**config.mk**
```make
export PLATFORM = sky130hd
export DESIGN_NAME = key_lifetime_guard
export DESIGN_NICKNAME = d
export VERILOG_FILES = /design/src/rtl/key_lifetime_guard.sv
export SDC_FILE = /design/constraint.sdc
export NUM_CORES = 1
export LEC_CHECK = 0
export BUFFER_PORTS_ARGS = -buffer_cell sky130_fd_sc_hd__buf_4
export CAP_MARGIN = 30
export CORE_AREA = 3 3 192 194
export DETAILED_ROUTE_END_ITERATION = 8
export DIE_AREA = 0 0 195 197
export GPL_ROUTABILITY_DRIVEN = 0
export PLACE_DENSITY = 0.62
export SYNTH_ARGS = -nofsm -noshare
export SYNTH_HDL_FRONTEND = slang
export SYNTH_SLANG_ARGS = --single-unit
```
**constraint.sdc**
```tcl
create_clock -name clk -period 12.7 [get_ports clk]
set_input_delay 2.54 -clock clk [delete_from_list [all_inputs] [get_ports clk]]
set_output_delay 2.54 -clock clk [all_outputs]
set_load 0.05 [all_outputs]
```
**src/rtl/key_lifetime_guard.sv**
```systemverilog
module key_lifetime_guard #(
  parameter int AW     = 8,
  parameter int DW     = 32,
  parameter int NKEY   = 8,
  parameter int LIFE_W = 32
) (
  input  logic               clk,
  input  logic               rst_n,
  input  logic               bus_cs,
  input  logic               bus_we,
  input  logic [AW-1:0]      bus_addr,
  input  logic [DW-1:0]      bus_wdata,
  output logic [DW-1:0]      bus_rdata,
  output logic [DW*NKEY-1:0] key_out,
  output logic               cfg_encdec,
  output logic               cfg_keylen,
  output logic               init_req,
  output logic               next_req,
  input  logic               eng_done
);
  localparam logic [AW-1:0] A_CTRL = AW'(8'h08);
  localparam logic [AW-1:0] A_STAT = AW'(8'h09);
  localparam logic [AW-1:0] A_CFG  = AW'(8'h0a);
  localparam logic [AW-1:0] A_LIFE = AW'(8'h0b);
  localparam logic [AW-1:0] A_KEY  = AW'(8'h10);

  typedef enum logic [1:0] {OP_NONE, OP_INIT, OP_WIPE, OP_NEXT} op_t;

  op_t               op_q;
  logic              ready_q, valid_q, loaded_q;
  logic [LIFE_W-1:0] life_q, ctr_q;
  logic [DW-1:0]     key_q [NKEY];

  wire wr       = bus_cs & bus_we;
  wire rd       = bus_cs & ~bus_we;
  wire wr_ctrl  = wr && bus_addr == A_CTRL;
  wire wr_life  = wr && bus_addr == A_LIFE;
  wire ping     = rd && bus_addr == A_STAT;
  wire expire   = loaded_q && ctr_q == LIFE_W'(1);
  wire wipe     = expire | (wr_ctrl & bus_wdata[2]);
  wire go_init  = wr_ctrl & bus_wdata[0] & ready_q & ~wipe;
  wire go_next  = wr_ctrl & bus_wdata[1] & ~bus_wdata[0] & ready_q & ~wipe;
  wire done     = eng_done && op_q != OP_NONE;

  always_ff @(posedge clk) begin
    if (!rst_n)                       ctr_q <= '0;
    else if (wipe)                    ctr_q <= '0;
    else if (done && op_q == OP_INIT) ctr_q <= life_q;
    else if (loaded_q && wr_life)     ctr_q <= bus_wdata[LIFE_W-1:0];
    else if (loaded_q && ping)        ctr_q <= life_q;
    else if (loaded_q && ctr_q != '0) ctr_q <= ctr_q - LIFE_W'(1);
  end

  always_ff @(posedge clk) begin
    if (!rst_n) begin
      life_q     <= '0;
      cfg_encdec <= 1'b0;
      cfg_keylen <= 1'b0;
    end else begin
      if (wr_life) life_q <= bus_wdata[LIFE_W-1:0];
      if (wr && bus_addr == A_CFG) {cfg_keylen, cfg_encdec} <= bus_wdata[1:0];
    end
  end

  always_ff @(posedge clk) begin
    for (int i = 0; i < NKEY; i++) begin
      if (!rst_n || wipe)                      key_q[i] <= '0;
      else if (wr && bus_addr == A_KEY + AW'(i)) key_q[i] <= bus_wdata;
    end
  end

  for (genvar g = 0; g < NKEY; g++) begin : g_key
    assign key_out[DW*(NKEY-g)-1 -: DW] = key_q[g];
  end

  always_ff @(posedge clk) begin
    if (!rst_n) begin
      ready_q  <= 1'b1;
      valid_q  <= 1'b0;
      loaded_q <= 1'b0;
      init_req <= 1'b0;
      next_req <= 1'b0;
      op_q     <= OP_NONE;
    end else if (wipe) begin
      ready_q  <= 1'b0;
      valid_q  <= 1'b0;
      loaded_q <= 1'b0;
      init_req <= 1'b1;
      next_req <= 1'b0;
      op_q     <= OP_WIPE;
    end else begin
      init_req <= go_init;
      next_req <= go_next;
      if (go_init) begin
        ready_q  <= 1'b0;
        valid_q  <= 1'b0;
        loaded_q <= 1'b0;
        op_q     <= OP_INIT;
      end else if (go_next) begin
        ready_q <= 1'b0;
        valid_q <= 1'b0;
        op_q    <= OP_NEXT;
      end else if (done) begin
        ready_q <= 1'b1;
        if (op_q == OP_INIT) loaded_q <= 1'b1;
        if (op_q == OP_NEXT) valid_q  <= 1'b1;
        op_q <= OP_NONE;
      end
    end
  end

  always_comb begin
    bus_rdata = '0;
    case (bus_addr)
      A_STAT:  bus_rdata = DW'({loaded_q, valid_q, ready_q});
      A_CFG:   bus_rdata = DW'({cfg_keylen, cfg_encdec});
      A_LIFE:  bus_rdata = DW'(life_q);
      default: bus_rdata = '0;
    endcase
  end
endmodule

```
==> metrics.md, run 1 <==
| Metric | Value |
|---|---|
| Drt pass-1 iters | 5 |
| Synth area leader | edfxtp_1 |
| Final ANT Viol Nets | 0 |
| Final setup viols | 0 |
| Cts bufs inserted | 36 |
| Main flop type after synthesis | edfxtp_1 |
| Mapped Nets | 1,171 |
| CTS tree | yes |
| Area added between synthesis and finish | 30.2% |
| Max_slew headroom | 0.334 |
| Sequential fraction of the synthesis area | 0.649 |
| CTS H-Tree Depth | 2 |
| Placed instance area | 17,300 µm² |
| Yosys warnings | 0 |
| Crit path time final | 7040 ps |
| Via count | 10.2k |
| Post-route clock period utilization | 0.554 |
| DP HPWL | 31,200 µm |
| Layout Nets | 1,499 |
| Share of layout cells above drive strength 1 | 0.302 |
| Fillers | 3,041 |
| Leakage power total | 0.00723 µW |
| Worst Reg-to-Reg Cells | 7 |
| Outcome | completed |
| Reg2reg start | ctr_q[4] |
| Synth area leaders | edfxtp_1, and2_1, dfxtp_1, nand2_1, a21boi_0 |
| Asr flop ratio synth | 0 |
| Postcts setup bufs | 0 |
| First-pass GRT wire length | 64,600 µm |
| Die Area | 38,400 µm² |
| DRT iter0 DRCs | 871 |
| FF+latch count, synth | 329 |
| Clk buf depth | 3 |
| Clk root buf | clkbuf_16 |
| Syn Area/Cell | 12.5 µm² |
| Synth Instances | 1,124 |
| Clock Pin Slew Worst Setup and Hold Paths | 50 ps |
| Rows | 69 |
| Worst Tran Pin Value | 991 ps |
| FMAX | 142 MHz |
| Post-cts hold buffer count | 0 |
| Setup Skew | 17.7 ps |
| Critical R2R Capture | key_q[1][7] |
| Max VDD drop | 0.0000902 V |
| Clock sinks | 329 |
| Yosys top cell area share | 0.545 |
| Cell area after layout | 18,400 µm² |
| CP Launch Point | bus_addr[5] |
| Max Cap Viol | 0 |
| Critical Path Sink | bus_rdata[12] |
| CP Max Fanout | 24 |
| Largest net degree at the start of global routing | 43 |
| Initial antenna violation count | 2 |
| Global Route Usage Sum | 0.221 |
| Setup_tns | 0 ps |
| Post-synth EDFFs | 256 |
| WP data required | 10,160 ps |
| Vias in the first global route | 9,990 |
| Pwr per Cell Area | 136 nW/µm² |
| # resized after CTS | 0 |
| Mapped cell area | 14,100 µm² |
| Critical path class | in -> out |
| Crit end category | output pin |
| Die Wd | 195 µm |
| Overflow after GRT | 0 |
| I/O pin total | 337 |
| Most common library cell in the layout ignoring fill and taps | buf_4 |
| Most frequent cells in the layout | buf_4, and2_1, edfxtp_1 |
| Slew Limit Fails | 0 |
| Worst min-delay path class | reg -> reg |
| Final hold violations | 0 |
| Netlist cell types | 72 |
| Initial Utilization | 0.398 |
| # port buffers | 336 |
| CP arrival | 4500 ps |
| Worst-Skew Late Latency | 510 ps |
| Die height | 197 µm |
| R2r setup slk | 9570 ps |
| Wire per inst | 22.6 µm |
| Via density | 5.25 |
| RSZ-0062 raised after global routing | no |
| Detailed Route WL | 43,900 µm |
| Startpoint Class | primary input |
| Residual DRC | 0 |
| Core area | 35,400 µm² |
## worst min path at each step
stage / start / to / cells after the start
final: life_q[7] / life_q[7] / 2
after detailed placement: life_q[7] / life_q[7] / 2
after CTS: life_q[7] / life_q[7] / 2
after floorplan: life_q[11] / life_q[11] / 2
after global placement: life_q[2] / life_q[2] / 2
after global routing: life_q[9] / life_q[9] / 2
## metal layers
| metal | track usage | share of wire |
|---|---|---|
| met5 | 0 | 0 |
| met3 | 0.0320 | 0.058 |
| met1 | 0.289 | 0.41 |
| met2 | 0.380 | 0.50 |
| met4 | 0.0731 | 0.032 |
## state kept, by name, indices dropped and copies added (netlist names)
register / count
valid_q: 1
cfg_keylen: 1
life_q: 32
init_req: 1
next_req: 1
ready_q: 1
op_q: 2
loaded_q: 1
cfg_encdec: 1
key_q: 256
ctr_q: 32
## stage by stage
stage	setup slack (ps)	std cells	util	hold slack (ps)	power, µW
6_report	5660	1943	0.518	493	2500
5_1_grt	5580	1941	0.518	525	2570
4_1_cts	5680	1940	0.518	492	2520
3_5_place_dp	5680	1875	0.488	479	1550
3_3_place_gp	5780	1861	0.480	478	1540
2_1_floorplan	6110	1124	-	452	1420
## cell usage after synthesis (8+ instances only)
| library cell | n |
|---|---|
| a211oi_1 | 11 |
| a21boi_0 | 33 |
| a21oi_1 | 22 |
| a221oi_1 | 12 |
| and2_1 | 260 |
| and3_1 | 31 |
| buf_2 | 10 |
| buf_6 | 15 |
| clkbuf_1 | 41 |
| dfxtp_1 | 73 |
| edfxtp_1 | 256 |
| nand2_1 | 92 |
| nand3_1 | 11 |
| nor2_1 | 49 |
| nor3_1 | 15 |
| nor4_1 | 11 |
| o21ai_0 | 25 |
| o22ai_1 | 11 |
| or3_1 | 8 |
| xnor2_1 | 11 |
## power breakdown
part / leakage, µW / internal [µW] / switching [µW]
sequential: 0.00302 / 1200 / 15.0
clock: 0.000524 / 552 / 416
combinational: 0.00369 / 77.1 / 237
## kinds of logic (layout without fill, tap and decap cells)
kind of cell	count (synthesis)	after routing	share of synthesized area
XOR/XNOR	16	16	0.00994
buffers and inverters	71	426	0.0278
other	0	3	0
AND/OR/NAND/NOR	536	536	0.224
multiplexers	5	5	0.00373
adder cells (fa/ha/maj)	2	2	0.00177
flip-flops	329	329	0.649
AO/OA/AOI/OAI	165	165	0.0838
## critical path, stage by stage
cell and delay (ps):
buf_4 110, or3_1 520, nor2_1 530, buf_4 370, and3_1 210, buf_4 200
## area by class of cell
| cell class | count | area [µm²] | area share |
|---|---|---|---|
| clock buffer | 48 | 956 | 0.0521 |
| timing repair buffer | 356 | 2860 | 0.156 |
| multi-input combinational | 724 | 4660 | 0.254 |
| tap | 461 | 577 | 0.0314 |
| sequential | 329 | 9150 | 0.498 |
| antenna | 3 | 7.51 | 0.000409 |
| clock inverter | 17 | 123 | 0.00668 |
| inverter | 5 | 18.8 | 0.00102 |
Note: power is estimated with default switching activity, not from simulation.
==> inputs of run 2 (changes only) <==
==> constraint.sdc (replaced) <==
create_clock -name clk -period 7.1 [get_ports clk]
set_input_delay 1.42 -clock clk [delete_from_list [all_inputs] [get_ports clk]]
set_output_delay 1.42 -clock clk [all_outputs]
set_load 0.05 [all_outputs]
==> run 2 against run 1 <==
Power increased by 85%. Cell area increased by 0.49%. Worst hold slack got worse by 1.1 ps. Count of clock-buffer cells in the layout decreased by 4. Non-clock buffer count increased by 1. Worst setup slack got worse by 3400 ps. Sequential power increased by 79%. Register-to-register slack got worse by 5500 ps. Cell count decreased by 0.15%. Sequential cell count unchanged. First-iteration DRC count increased by 11%. Largest power group unchanged.
==> metrics.md, run 2 (synthesis gave the netlist of run 1 again) <==
| Metric | Value |
|---|---|
| Crit-path max cell delay | 520 ps |
| Clk root buf | clkbuf_16 |
| Crit end category | output pin |
| Wire per inst | 22.9 µm |
| Critical path's most frequent cell | buf_4 |
| Initial Utilization | 0.398 |
| Most frequent cells in the layout | buf_4, and2_1, edfxtp_1 |
| Clock sinks | 329 |
| CP arrival | 3390 ps |
| Final setup viols | 0 |
| Hold Slack | 491 ps |
| Setup_tns | 0 ps |
| Area added between synthesis and finish | 30.8% |
| Cts bufs inserted | 35 |
| Max reg flops | 256 |
| CTS tree | yes |
| CTS H-Tree Depth | 2 |
| Dpl ws | 2330 ps |
| Rows | 69 |
| Worst min-delay path class | reg -> reg |
| Max_slew headroom | 0.300 |
| Startpoint Class | primary input |
| Overflow after GRT | 0 |
| Post-cts hold buffer count | 0 |
| Critical path class | in -> out |
| Via density | 5.27 |
| Final WS setup | 2290 ps |
| Crit path time final | 4810 ps |
| Worst-Skew Late Latency | 520 ps |
| Max Cap Viol | 0 |
| Outcome | completed |
| Vias in the first global route | 9,875 |
| First-pass GRT wire length | 65,000 µm |
| Clock Pin Slew Worst Setup and Hold Paths | 60 ps |
| Reg2reg start | ctr_q[4] |
| Initial antenna violation count | 5 |
| Worst Tran Pin Value | 1040 ps |
| CP Max Fanout | 24 |
| Final ANT Viol Nets | 0 |
| Core area | 35,400 µm² |
| Power, Total | 4610 µW |
| I/O pin total | 337 |
| CP Launch Point | bus_addr[5] |
| Slew Limit Fails | 0 |
| RSZ-0062 raised after global routing | no |
| Layout Nets | 1,499 |
| DP HPWL | 31,300 µm |
| Most common library cell in the layout ignoring fill and taps | buf_4 |
| Share of layout cells above drive strength 1 | 0.305 |
| Pwr per Cell Area | 250 nW/µm² |
| Die Wd | 195 µm |
| Worst Reg-to-Reg Cells | 7 |
| # resized after CTS | 0 |
| Drt pass-1 iters | 5 |
| DRT iter0 DRCs | 969 |
| Fin cells | 1,940 |
| Worst path slowest cell | nor2_1 |
| Leakage power total | 0.00728 µW |
| Registers with the most flip-flops | key_q (256), ctr_q (32), life_q (32) |
| Setup Skew | 23.3 ps |
| Max VDD drop | 0.000158 V |
| Die height | 197 µm |
| Global Route Usage Sum | 0.223 |
| Die Area | 38,400 µm² |
| Post-route clock period utilization | 0.677 |
| FMAX | 208 MHz |
| Hold Crit Depth | 2 |
| Worst Hold Launch | life_q[7] |
| Detailed Route WL | 44,400 µm |
| Postcts setup bufs | 0 |
| Residual DRC | 0 |
| Final hold violations | 0 |
| Via count | 10.2k |
| Inst Count DP | 1,876 |
| Largest net degree at the start of global routing | 43 |
| Top reg by flops | key_q |
| Cell Chain, Critical Path | buf_4, or3_1, nor2_1, buf_4, and3_1, buf_4 |
| # port buffers | 336 |
| Clk buf depth | 3 |
| WP data required | 5680 ps |
-- run 2: worst paths after layout --
kind,to,slack [ps]
min reg2reg,life_q[7],490
max reg2reg,key_q[0][99],4030
max,bus_rdata[14],2290
min,life_q[7],490
-- run 2: stage by stage --
| stage | area [µm²] | util |
|---|---|---|
| after detailed placement | 17300 | 0.488 |
| final | 18400 | 0.521 |
| after global routing | 18400 | 0.521 |
| after floorplan | 14100 | - |
| after CTS | 18400 | 0.521 |
| after global placement | 17000 | 0.480 |
-- run 2: per-layer routing --
layer / up-vias / GRT usage / wire length, µm
met4: 0 / 0.0676 / 1290
met1: 4990 / 0.298 / 18300
met5: - / 0 / 0
li1: 4706 / - / -
met2: 442 / 0.375 / 21700
met3: 78 / 0.0388 / 3170
-- run 2: area by class of cell --
type                            instances  area, µm²
Tap cell                              461        577
Inverter                                5       18.8
Multi-Input combinational cell        724       4660
Antenna cell                            1       2.50
Timing Repair Buffer                  357       2860
Fill cell                            3090      17000
Clock inverter                         19        206
Clock buffer                           44        972
Sequential cell                       329       9150
-- run 2: critical path: cells and delay by family --
family / cells / cell delay, ps
AND/OR/NAND/NOR: 3 / 1240
buffers and inverters: 3 / 700
-- run 2: report_power, final --
part	switching, µW	total (µW)	internal, µW
registers	26.4	2170	2140
clock network	760	1880	1120
logic	425	562	137
